[src/rtl/qrt_pkg.sv]
package qrt_pkg;
  typedef enum logic [1:0] {PH_0 = 2'd0, PH_90 = 2'd1, PH_180 = 2'd2, PH_270 = 2'd3} phase_t;
  localparam logic [1:0] GAIN_UNITY = 2'b00;
endpackage

[src/rtl/qrt_phase_ctr.sv]
module qrt_phase_ctr
  import qrt_pkg::*;
(
  input  logic   clk,
  input  logic   rst,
  input  logic   adv,
  input  logic   sync,
  output phase_t cur
);
  logic [1:0] cnt_q;

  assign cur = sync ? PH_0 : phase_t'(cnt_q);

  always_ff @(posedge clk) begin
    if (rst) cnt_q <= 2'd0;
    else if (adv) cnt_q <= 2'(cur) + 2'd1;
  end

  // the phase holds while no sample is accepted
  p_hold_phase_r3: assert property (@(posedge clk) disable iff (rst)
    !adv |=> $stable(cnt_q));
  // after a synced sample the next phase is 90 degrees
  p_sync_next_r4: assert property (@(posedge clk) disable iff (rst)
    (adv && sync) |=> (cnt_q == 2'd1));
endmodule

[src/rtl/qrt_lane_mux.sv]
module qrt_lane_mux
  import qrt_pkg::*;
#(
  parameter int W = 16
) (
  input  phase_t        ph,
  input  logic          up,
  input  logic [W-1:0]  i_s,
  input  logic [W-1:0]  q_s,
  output logic [W-1:0]  mixed
);
  localparam logic [W-1:0] MIN_V = {1'b1, {(W-1){1'b0}}};
  localparam logic [W-1:0] MAX_V = {1'b0, {(W-1){1'b1}}};

  logic [W-1:0] neg_i, neg_q;

  // saturating negation: the most negative value maps to the most positive
  assign neg_i = (i_s == MIN_V) ? MAX_V : (~i_s + 1'b1);
  assign neg_q = (q_s == MIN_V) ? MAX_V : (~q_s + 1'b1);

  always_comb begin
    unique case (ph)
      PH_0:    mixed = i_s;
      PH_90:   mixed = up ? neg_q : q_s;
      PH_180:  mixed = neg_i;
      PH_270:  mixed = up ? q_s : neg_q;
      default: mixed = i_s;
    endcase
  end
endmodule

[src/rtl/qrt_gain.sv]
module qrt_gain #(
  parameter int W = 16
) (
  input  logic         dbl,
  input  logic [W-1:0] din,
  output logic [W-1:0] dout
);
  localparam logic [W-1:0] MIN_V = {1'b1, {(W-1){1'b0}}};
  localparam logic [W-1:0] MAX_V = {1'b0, {(W-1){1'b1}}};

  logic ovf;
  assign ovf = din[W-1] ^ din[W-2];

  always_comb begin
    if (!dbl)     dout = din;
    else if (ovf) dout = din[W-1] ? MIN_V : MAX_V;
    else          dout = {din[W-2:0], 1'b0};
  end
endmodule

[src/rtl/qrt_upconv.sv]
module qrt_upconv
  import qrt_pkg::*;
#(
  parameter int W = 16
) (
  input  logic         clk,
  input  logic         rst,
  input  logic         in_valid,
  input  logic [W-1:0] in_i,
  input  logic [W-1:0] in_q,
  input  logic         sync,
  input  logic         shift_up,
  input  logic [1:0]   gain_mode,
  output logic         out_valid,
  output logic [W-1:0] out_data
);
  phase_t       ph;
  logic [W-1:0] mixed, scaled;
  logic         dbl;

  assign dbl = (gain_mode != GAIN_UNITY);

  qrt_phase_ctr u_phase (
    .clk (clk), .rst (rst), .adv (in_valid), .sync (sync), .cur (ph)
  );

  qrt_lane_mux #(.W(W)) u_mux (
    .ph (ph), .up (shift_up), .i_s (in_i), .q_s (in_q), .mixed (mixed)
  );

  qrt_gain #(.W(W)) u_gain (
    .dbl (dbl), .din (mixed), .dout (scaled)
  );

  always_ff @(posedge clk) begin
    if (rst) begin
      out_valid <= 1'b0;
      out_data  <= '0;
    end else begin
      out_valid <= in_valid;
      if (in_valid) out_data <= scaled;
    end
  end

  // one-cycle valid latency
  p_valid_lat_r8: assert property (@(posedge clk) disable iff (rst)
    in_valid |=> out_valid);
  p_idle_lat_r8: assert property (@(posedge clk) disable iff (rst)
    !in_valid |=> !out_valid);
  // data holds after an idle cycle
  p_data_hold_r9: assert property (@(posedge clk) disable iff (rst)
    !in_valid |=> $stable(out_data));
  // a synced sample at unity gain passes the in-phase lane unchanged
  p_sync_unity_r5: assert property (@(posedge clk) disable iff (rst)
    (in_valid && sync && gain_mode == GAIN_UNITY) |=> (out_data == $past(in_i)));
  // doubling never wraps a positive value to a non-positive one
  p_no_wrap_r6: assert property (@(posedge clk) disable iff (rst)
    (in_valid && sync && gain_mode != GAIN_UNITY && $signed(in_i) > 0)
      |=> ($signed(out_data) > 0));
endmodule

[config.mk]
export PLATFORM = sky130hd
export DESIGN_NAME = qrt_upconv
export DESIGN_NICKNAME = d
export VERILOG_FILES = /design/src/rtl/qrt_pkg.sv /design/src/rtl/qrt_phase_ctr.sv /design/src/rtl/qrt_lane_mux.sv /design/src/rtl/qrt_gain.sv /design/src/rtl/qrt_upconv.sv
export SDC_FILE = /design/constraint.sdc
export NUM_CORES = 1
export LEC_CHECK = 0
export ABC_AREA = 1
export BUFFER_PORTS_ARGS = -buffer_cell sky130_fd_sc_hd__buf_2
export CAP_MARGIN = 0
export CORE_MARGIN = 5
export CORE_UTILIZATION = 57
export CTS_CLUSTER_DIAMETER = 30
export DETAILED_ROUTE_END_ITERATION = 6
export PLACE_DENSITY_LB_ADDON = 0.25
export SYNTH_ARGS = -nofsm -noshare
export SYNTH_HDL_FRONTEND = slang
export SYNTH_HIERARCHICAL = 1
export SYNTH_SLANG_ARGS = --single-unit
[constraint.sdc]
create_clock -name clk -period 3.25 [get_ports clk]
set_input_delay 0.4875 -clock clk [delete_from_list [all_inputs] [get_ports clk]]
set_output_delay 0.4875 -clock clk [all_outputs]
set_load 0.01 [all_outputs]
## Yosys cells after proc, flatten, opt, wreduce, memory -nomap -nowiden

Cells that the tools add are included.

- Mux-type cells: 9
- Reductions and logical operators: 2
- Bitwise logic cells: 3
- Equality and inequality tests: 5
- $add $sub $neg: 3

Operators with widths:

| operator | count |
|---|---|
| $mux W16 | 7 |
| $pmux W16 S4 | 1 |
| $add A16 B1 Y16 const B | 2 |
| $eq A16 B16 Y1 const B | 2 |
| $not A16 Y16 | 2 |
| $eq A2 B2 Y1 const B | 2 |
| $add A2 B1 Y2 const B | 1 |
| $eq A2 B1 Y1 const B | 1 |
| $logic_not A2 Y1 | 1 |
| $mux W2 | 1 |
| $reduce_bool A2 Y1 | 1 |
| $xor A1 B1 Y1 | 1 |

- Logic and storage cells: 25
- Register bits: 19
- Input bits: 39

## Logic depth before layout (Yosys ltp)

Gate-level depths: netlist of run 1.

- Depth in word-level cells: 8
- Gate-level depth with buffers: 23
- Depth with buffers taken out: 21

## Modules after synthesis

The synthesis of run 1 kept the hierarchy.

Modules (own cells, without submodules):

| module | cells an instance | area each (um^2) | sequential area each (um^2) | times used |
|---|---|---|---|---|
| qrt_lane_mux | 337 | 1,571.5 | 0.0 | 1 |
| qrt_upconv | 106 | 773.2 | 340.3 | 1 |
| qrt_gain | 88 | 437.9 | 0.0 | 1 |
| qrt_phase_ctr | 17 | 101.3 | 40.0 | 1 |

## Least setup slack after synthesis of run 1

OpenSTA, ideal clock, no wires.

- Kind: in2reg
- From: input port in_q[0]
- To: register out_data[8]
- Cell stages on the path: 20
- Slack: 0.440 ns
- Data arrival time: 2.696 ns
- Library setup time: 0.114 ns
- Cells stage by stage: inv_1 ha_1 nand3_2 nor2_4 nand3_4 nand3_1 nand2_1 nand2_1 nand4_1 ha_1 buf_6 buf_12 nand2_1 o21ai_1 nand2_1 nand2_1 inv_1 nand2_2 nand2_1 nor2_2

- Word-level cells in the longest chain between the ends: 8
- Elaborated cells on any way between the ends: 11
- Classes of those cells: add/sub (1); eq/ne (1); mux (7); bitwise (2)

Ends and longest elaborated chain:

| what | line | source |
|---|---|---|
| start, declared | qrt_upconv.sv:10 | `input logic [W-1:0] in_q,` |
| $not A16 Y16 | qrt_lane_mux.sv:19 | `assign neg_q = (q_s == MIN_V) ? MAX_V : (~q_s + 1'b1);` |
| $add A16 B1 Y16 | qrt_lane_mux.sv:19 |  |
| $mux W16 * | qrt_lane_mux.sv:19 |  |
| $mux W16, on equally long branches | qrt_lane_mux.sv:26, qrt_lane_mux.sv:24 |  |
| $pmux W16 S4 * | qrt_lane_mux.sv:22 | `unique case (ph)` |
| net mixed[15] | qrt_upconv.sv:18 | `logic [W-1:0] mixed, scaled;` |
| $mux W16 / $xor A1 B1 Y1 (equally long branches) | qrt_gain.sv:16, qrt_gain.sv:12 |  |
| $mux W16 * | qrt_gain.sv:16 | `else if (ovf) dout = din[W-1] ? MIN_V : MAX_V;` |
| $mux W16 * | qrt_gain.sv:15 | `if (!dbl) dout = din;` |
| net scaled[8] | qrt_upconv.sv:18 |  |
| end signal, assigned | qrt_upconv.sv:41 | `if (in_valid) out_data <= scaled;` |
| end, declared | qrt_upconv.sv:15 | `output logic [W-1:0] out_data` |

The timed path passes the listed nets; every way through them passes the cells marked *.
A chain may end at the register's enable or synchronous reset.

## Final worst setup path of run 1

- From: input port in_q[0]
- To: register out_data[2]

The elaborated chain is that of the path after synthesis.

==> results of run 1 <==
how the worst max path moves through the flow:
stage / to / from / depth (start not counted) / slack [ns]
6_report: out_data[2] / in_q[0] / 20 / 0.47
5_1_grt: out_data[11] / in_q[0] / 20 / 0.18
4_1_cts: out_data[2] / in_q[0] / 20 / 0.50
3_5_place_dp: out_data[2] / in_q[0] / 20 / 0.27
3_3_place_gp: out_data[1] / sync / 16 / 0.33
2_1_floorplan: out_data[8] / in_q[0] / 20 / 0.44
critical path, cell delays in order:
cell     delay (ns)
buf_2          0.09
inv_1          0.09
ha_1           0.24
nand3_2        0.15
nor2_4         0.22
nand3_4        0.15
nand3_1        0.16
nand2_1        0.07
nand2_1        0.06
nand4_1        0.12
ha_1           0.31
buf_4          0.26
nand2_1        0.12
o21ai_1        0.10
nand2_1        0.06
nand2_1        0.07
inv_1          0.04
nand2_2        0.04
nand2_1        0.06
nor2_2         0.07
metrics by stage:
stage | hold slack [ns] | cells | total power, mW | utilization | instance area (sq um)
2_1_floorplan | 0.489 | 548 | 0.596 | - | 2880
3_3_place_gp | 0.456 | 660 | 0.679 | 0.651 | 3140
3_5_place_dp | 0.460 | 660 | 0.685 | 0.651 | 3140
4_1_cts | 0.414 | 664 | 0.854 | 0.661 | 3180
5_1_grt | 0.430 | 664 | 0.934 | 0.661 | 3180
6_report | 0.421 | 664 | 0.850 | 0.661 | 3180
power by group through the flow:
| stage | logic (mW) | registers, mW | clock network [mW] |
|---|---|---|---|
| 4_1_cts | 0.419 | 0.264 | 0.172 |
| 3_3_place_gp | 0.410 | 0.269 | 0 |
| 2_1_floorplan | 0.317 | 0.279 | 0 |
| 6_report | 0.420 | 0.264 | 0.166 |
| 5_1_grt | 0.484 | 0.266 | 0.184 |
| 3_5_place_dp | 0.416 | 0.269 | 0 |
routing by layer:
layer | vias up | GRT usage | part of all wire
met5 | - | 0 | 0
met4 | 0 | 0.0405 | 0.0087
met3 | 6 | 0.0322 | 0.071
met2 | 137 | 0.459 | 0.47
met1 | 1500 | 0.363 | 0.45
li1 | 1810 | - | -
sequential cells by signal, summed over array words and instances (netlist names):
| signal | cells |
|---|---|
| out_valid | 1 |
| out_data | 16 |
| u_phase/cnt_q | 2 |
cell type report:
class | instances | area, sq um | share of cell area
clock buffer | 3 | 41.3 | 0.0130
clock inverter | 1 | 5.00 | 0.00157
timing repair buffer | 67 | 365 | 0.115
inverter | 70 | 265 | 0.0833
sequential | 19 | 380 | 0.119
multi-input combinational | 437 | 2040 | 0.642
tap | 67 | 83.8 | 0.0263
synth_stat cells:
cell / count / share of area
clkinv_1: 1 / 0.0013
buf_6: 5 / 0.020
o22ai_1: 1 / 0.0022
a21oi_1: 26 / 0.045
o21ai_2: 3 / 0.0091
clkbuf_1: 3 / 0.0039
nor2_4: 3 / 0.012
o21ai_0: 14 / 0.024
o21ai_1: 15 / 0.026
nor3_1: 1 / 0.0017
xor2_1: 10 / 0.030
nand3_1: 35 / 0.061
nand4_1: 19 / 0.041
nand2_1: 200 / 0.26
ha_1: 5 / 0.022
buf_12: 2 / 0.014
inv_1: 64 / 0.083
nand3_4: 1 / 0.0061
inv_4: 1 / 0.0022
inv_2: 4 / 0.0052
nand2_2: 12 / 0.026
nor2_1: 69 / 0.090
buf_1: 2 / 0.0026
a31oi_1: 2 / 0.0043
o21bai_1: 1 / 0.0026
buf_2: 4 / 0.0069
o211ai_1: 1 / 0.0026
buf_4: 4 / 0.010
nor2_2: 17 / 0.037
dfxtp_1: 19 / 0.13
or2_2: 1 / 0.0022
nand3_2: 1 / 0.0035
buf_8: 2 / 0.010
kinds of logic after synthesis:
family,after synthesis
xor gates and xnor gates,10
and+or+nand+nor,359
buffers and inverters,92
adders and majority gates,5
DFF,19
AOI/OAI and AO/OA,63
==> results.toml, run 1 <==
[sta]
slew_headroom = 0.477
setup_tns_ns = 0
skew_ns = 0.00400
max_freq_mhz = 359
rsz0062_at_grt = "no"
worst_pin_slew_ns = 0.781
setup_viol = 0
hold_violations = 0
slew_viol_final = 0
min_period_over_period = 0.856
timing.final.ws_setup_ns = 0.467
layout_min_cycle_time_ns = 2.78

[synthesis]
ys_types = 33
synthCells = 548
netlist_area_sq_mm = 0.00288
synth_warnings = 6
synthAdderAreaFrac = 0.0217
synth_area_per_cell_sq_um = 5.26
muxShareOfSynthArea = 0
synth_compound_area_frac = 0.116
synth_nets = 592
ys_seq_area_frac = 0.132
synthSimpleGateAreaFrac = 0.540
synth-xor-area-share = 0.0304
synth_seq_cells = 19
synth_top_family_by_area = "simple AND/OR/NAND/NOR gates"

[floorplan]
dieArea_sq_mm = 0.00658
core_area_sq_mm = 0.00482
die_w_microns = 81.1
rows = 25
start_util = 0.599
chipHeight_microns = 81.1
ios = 56

[critical_path]
cp_max_fo = 28
arrival_ns = 2.98
reg2reg_depth = 17
timing.rr.start = "u_phase/cnt_q[1]"
critPathRequiredTime_ns = 3.45
r2r-end = "out_data[2]"
rrSetupSlack_ns = 0.50
critical_path_class = "input port to register"
end_kind = "register"
cp-start-kind = "input port"

[power_and_ir_drop]
powerDensity_mw_per_mm2 = 267
ir_drop_v = 0.000251
p_clk_frac = 0.195
switching_power_uw = 360
comb_power_share = 0.495
p_leak_nw = 1.74
swShare = 0.424
p_int_uw = 490
seqPwrFrac = 0.310

[final_layout]
antenna_cells = 0
nFillCells = 528
layout_common_cells = "200 x nand2_1, 69 x nor2_1, 64 x inv_1"
layout-drive-gt1-share = 0.191
area_growth_pct = 10.4
finalNetCount = 642
final_common_cell = "nand2_1"

[clock_tree]
cts_resized = 0
clockBufferDepth = 2
cts.reportedPaths.clkPinSlew_ns = 0.07
postCtsHoldBufs = 0
clock-sinks = 19
cts_setup_buffers = 0
cts_htree_levels = 1
numCtsBuffers = 3
cts_root_buf = "clkbuf_8"
insertion_delay_ns = 0.26
cts_tree = "yes"

[global_routing]
antenna_found_initial = 0
grt_pass1_wl_microns = 14200
grt_pass1_vias = 3145
groute.usage.overall = 0.267
grt_overflow = 0
grt_max_degree = 38

[worst_hold_path]
min-delay-start = "rst"
hold_path_class = "input port to register"
min_path_cells = 2
whs_endpoint = "out_valid"

[placement]
io_buffers = 55
place.gp.congestion = 0.978
dp_hpwl_microns = 6650
pre_cts_slack_ns = 0.265

[job]
cap_violations = 0

[detailed_routing]
avgViaCountPerCell = 5.20
drt_iter0_markers = 302
detail_route.first_pass.iterations = 7
drcViolationCount = 0
ant_nets = 0
wl_per_cell_microns = 12.3
routed-via-count = 3453
routed_wl_microns = 8140

[status]
status = "finished, final reports clean"
Power figures use the tool's default switching activity.
==> run 2: changes to the inputs <==
--- a/config.mk
+++ b/config.mk
@@ -5,11 +5,11 @@
 export SDC_FILE = /design/constraint.sdc
 export NUM_CORES = 1
 export LEC_CHECK = 0
-export ABC_AREA = 1
+export ABC_AREA = 0
 export BUFFER_PORTS_ARGS = -buffer_cell sky130_fd_sc_hd__buf_2
 export CAP_MARGIN = 0
 export CORE_MARGIN = 5
-export CORE_UTILIZATION = 57
+export CORE_UTILIZATION = 55
 export CTS_CLUSTER_DIAMETER = 30
 export DETAILED_ROUTE_END_ITERATION = 6
 export PLACE_DENSITY_LB_ADDON = 0.25
==> run 2 against run 1 <==
Worst hold slack gained 0.073 ns. Global-route usage down 2.6 points. First-iteration DRC count fell by 6.3%. Die area decreased by 12%. Maximum frequency shrank 9.5%. Sequential power is essentially flat. Largest cell class unchanged. Largest power group unchanged.
==> results.toml, run 2 <==
[sta]
worst_pin_slew_ns = 0.567
slew_headroom = 0.622
skew_ns = 0.00271
whs_ns = 0.493
slew_viol_final = 0
layout_min_cycle_time_ns = 3.08
min_period_over_period = 0.946
max_freq_mhz = 325
setup_viol = 0
rsz0062_at_grt = "no"
hold_violations = 0

[placement]
dp_hpwl_microns = 5460
io_buffers = 55
placed_cells = 451
place.gp.congestion = 0.937

[detailed_routing]
wl_met2_microns = 3320
wl_met3_microns = 536
wl_per_cell_microns = 15.4
ant_nets = 0
detail_route.first_pass.iterations = 5
top_layer_used = "met4"
routed_wl_microns = 7020
drcViolationCount = 0
routed-via-count = 2827
drt_iter0_markers = 283
wl_met1_microns = 3010
avgViaCountPerCell = 6.21

[synthesis]
netlist_area_sq_mm = 0.00240
synth-edff-count = 0
synthTopCellsByArea = "dfxtp_1 16%, mux2i_1 6.7%, nor2_1 5.8%"
ys_seq_area_frac = 0.159
synth_area_per_cell_sq_um = 7.33
synth.most_common_cell = "nor2_1"
synthTopCellsByCount = "37 x nor2_1, 21 x a21oi_1, 20 x nor2b_1, 19 x dfxtp_1"
synthCells = 327
synth_top_area_frac = 0.159
synth_warnings = 6
synth_nets = 371
synth_seq_cells = 19
ys_types = 71
synthArstFlopShare = 0
synth.largest_area_cell = "dfxtp_1"
ys.flop_type = "dfxtp_1"

[floorplan]
chipHeight_microns = 76.0
start_util = 0.558
dieArea_sq_mm = 0.00578
core_area_sq_mm = 0.00429
ios = 56
die_w_microns = 76.0
rows = 24

[final_layout]
largest-register = "out_data"
layout_common_cells = "55 x buf_2, 39 x buf_4, 37 x nor2_1"
largest_register_ffs = 16
fin_cells = 455
finalNetCount = 448
top_regs = "out_data x16, u_phase/cnt_q x2, out_valid x1"
area_growth_pct = 23.8
seq_area_sq_um = 380
nFillCells = 372
layout-drive-gt1-share = 0.300
antenna_cells = 0
final_common_cell = "buf_2"
multi_input_area_sq_mm = 0.00187
fin_util = 0.691

[critical_path]
cp_cell_sequence = "buf_2 > or4b_1 > or4_4 > nand3_2 > a21oi_2 > o31ai_4 > inv_1 > ha_4 > buf_4 > nand2b_1 > a31o_2 > mux2i_1 > nor2_1"
cp_top_family = "simple AND/OR/NAND/NOR gates"
cp_max_fo = 6
cpPeakStageDelay_ns = 0.59
crit_buf_inv = 3
critical_path_class = "input port to register"
critPathRequiredTime_ns = 3.39
critPathSlowestCell = "or4b_1"
end_kind = "register"
arrival_ns = 3.21
cp-start-kind = "input port"

[power_and_ir_drop]
ir_drop_v = 0.000290
powerDensity_mw_per_mm2 = 271
p_leak_nw = 1.25
p_total_uw = 803

[clock_tree]
insertion_delay_ns = 0.26
cts.reportedPaths.clkPinSlew_ns = 0.07
clock-sinks = 19
clockBufferDepth = 2
cts_tree = "yes"
cts_htree_levels = 1
numCtsBuffers = 3
cts_root_buf = "clkbuf_8"
postCtsHoldBufs = 0

[global_routing]
groute.usage.overall = 0.241
grt_overflow = 0
grt_pass1_vias = 2605
grt_pass1_wl_microns = 11900
antenna_found_initial = 0
grt_max_degree = 32

[job]
cap_violations = 0

[worst_hold_path]
hold_path_class = "register to register"

[status]
status = "finished, final reports clean"
==> run 2: area by class of cell <==
type                    instances  area share
well taps                      52      0.0219
repair buffers                 94       0.191
inverters                      11      0.0139
clock buffers                   4      0.0152
multi-input cells             275       0.629
flip-flops and latches         19       0.128
==> run 2: final timing paths <==
path	from	endpoint	slack, ns	cells past startpoint
worst max-delay path	in_q[12]	out_data[2]	0.17	13
worst min-delay path	out_data[6]	out_data[6]	0.49	2
worst max register to register	u_phase/cnt_q[0]	out_data[2]	0.47	10
worst min register to register	out_data[6]	out_data[6]	0.49	2
==> run 2: repair_timing <==
item | CTS | global route
buffers inserted | 0 | 0
endpoints found under the setup margin | 0 | 3
resized for setup | 0 | 4
==> run 2: through the flow <==
step,setup TNS [ns],instance area [sq um],setup slack (ns)
final,0,2970,0.175
after global routing,0,2970,0.0282
after CTS,0,2950,0.131
after detailed placement,-1.14,2900,-0.106
after global placement,-0.355,2900,-0.0399
after floorplan,-0.236,2430,-0.0417
==> run 2: cell families (layout without fill, tap and decap cells) <==
logic type | count (synthesis) | after routing | share of synthesized area
and+or+nand+nor | 149 | 149 | 0.352
AOI/OAI and AO/OA | 102 | 102 | 0.300
buffers and inverters | 33 | 109 | 0.0830
DFF | 19 | 19 | 0.159
muxes | 18 | 18 | 0.0762
adders and majority gates | 5 | 5 | 0.0261
xor gates and xnor gates | 1 | 1 | 0.00366
==> run 2: where the power goes <==
part | leakage, nW | internal, mW | switching (mW)
Clock | 0.0228 | 0.0873 | 0.0770
Combinational | 1.07 | 0.179 | 0.193
Sequential | 0.157 | 0.256 | 0.0112
Total | 1.25 | 0.522 | 0.282
==> run 2: layer usage <==
metal | global-route usage | up-vias
li1 | - | 1387
met1 | 0.321 | 1304
met2 | 0.401 | 120
met3 | 0.0426 | 16
met4 | 0.0605 | 0
met5 | 0 | -
==> run 2: worst min-delay path, delay by kind of cell, from the launching register on <==
family | cells | cell delay [ns]
mux | 1 | 0.06
simple gates | 1 | 0.07
flops | 1 | 0.32
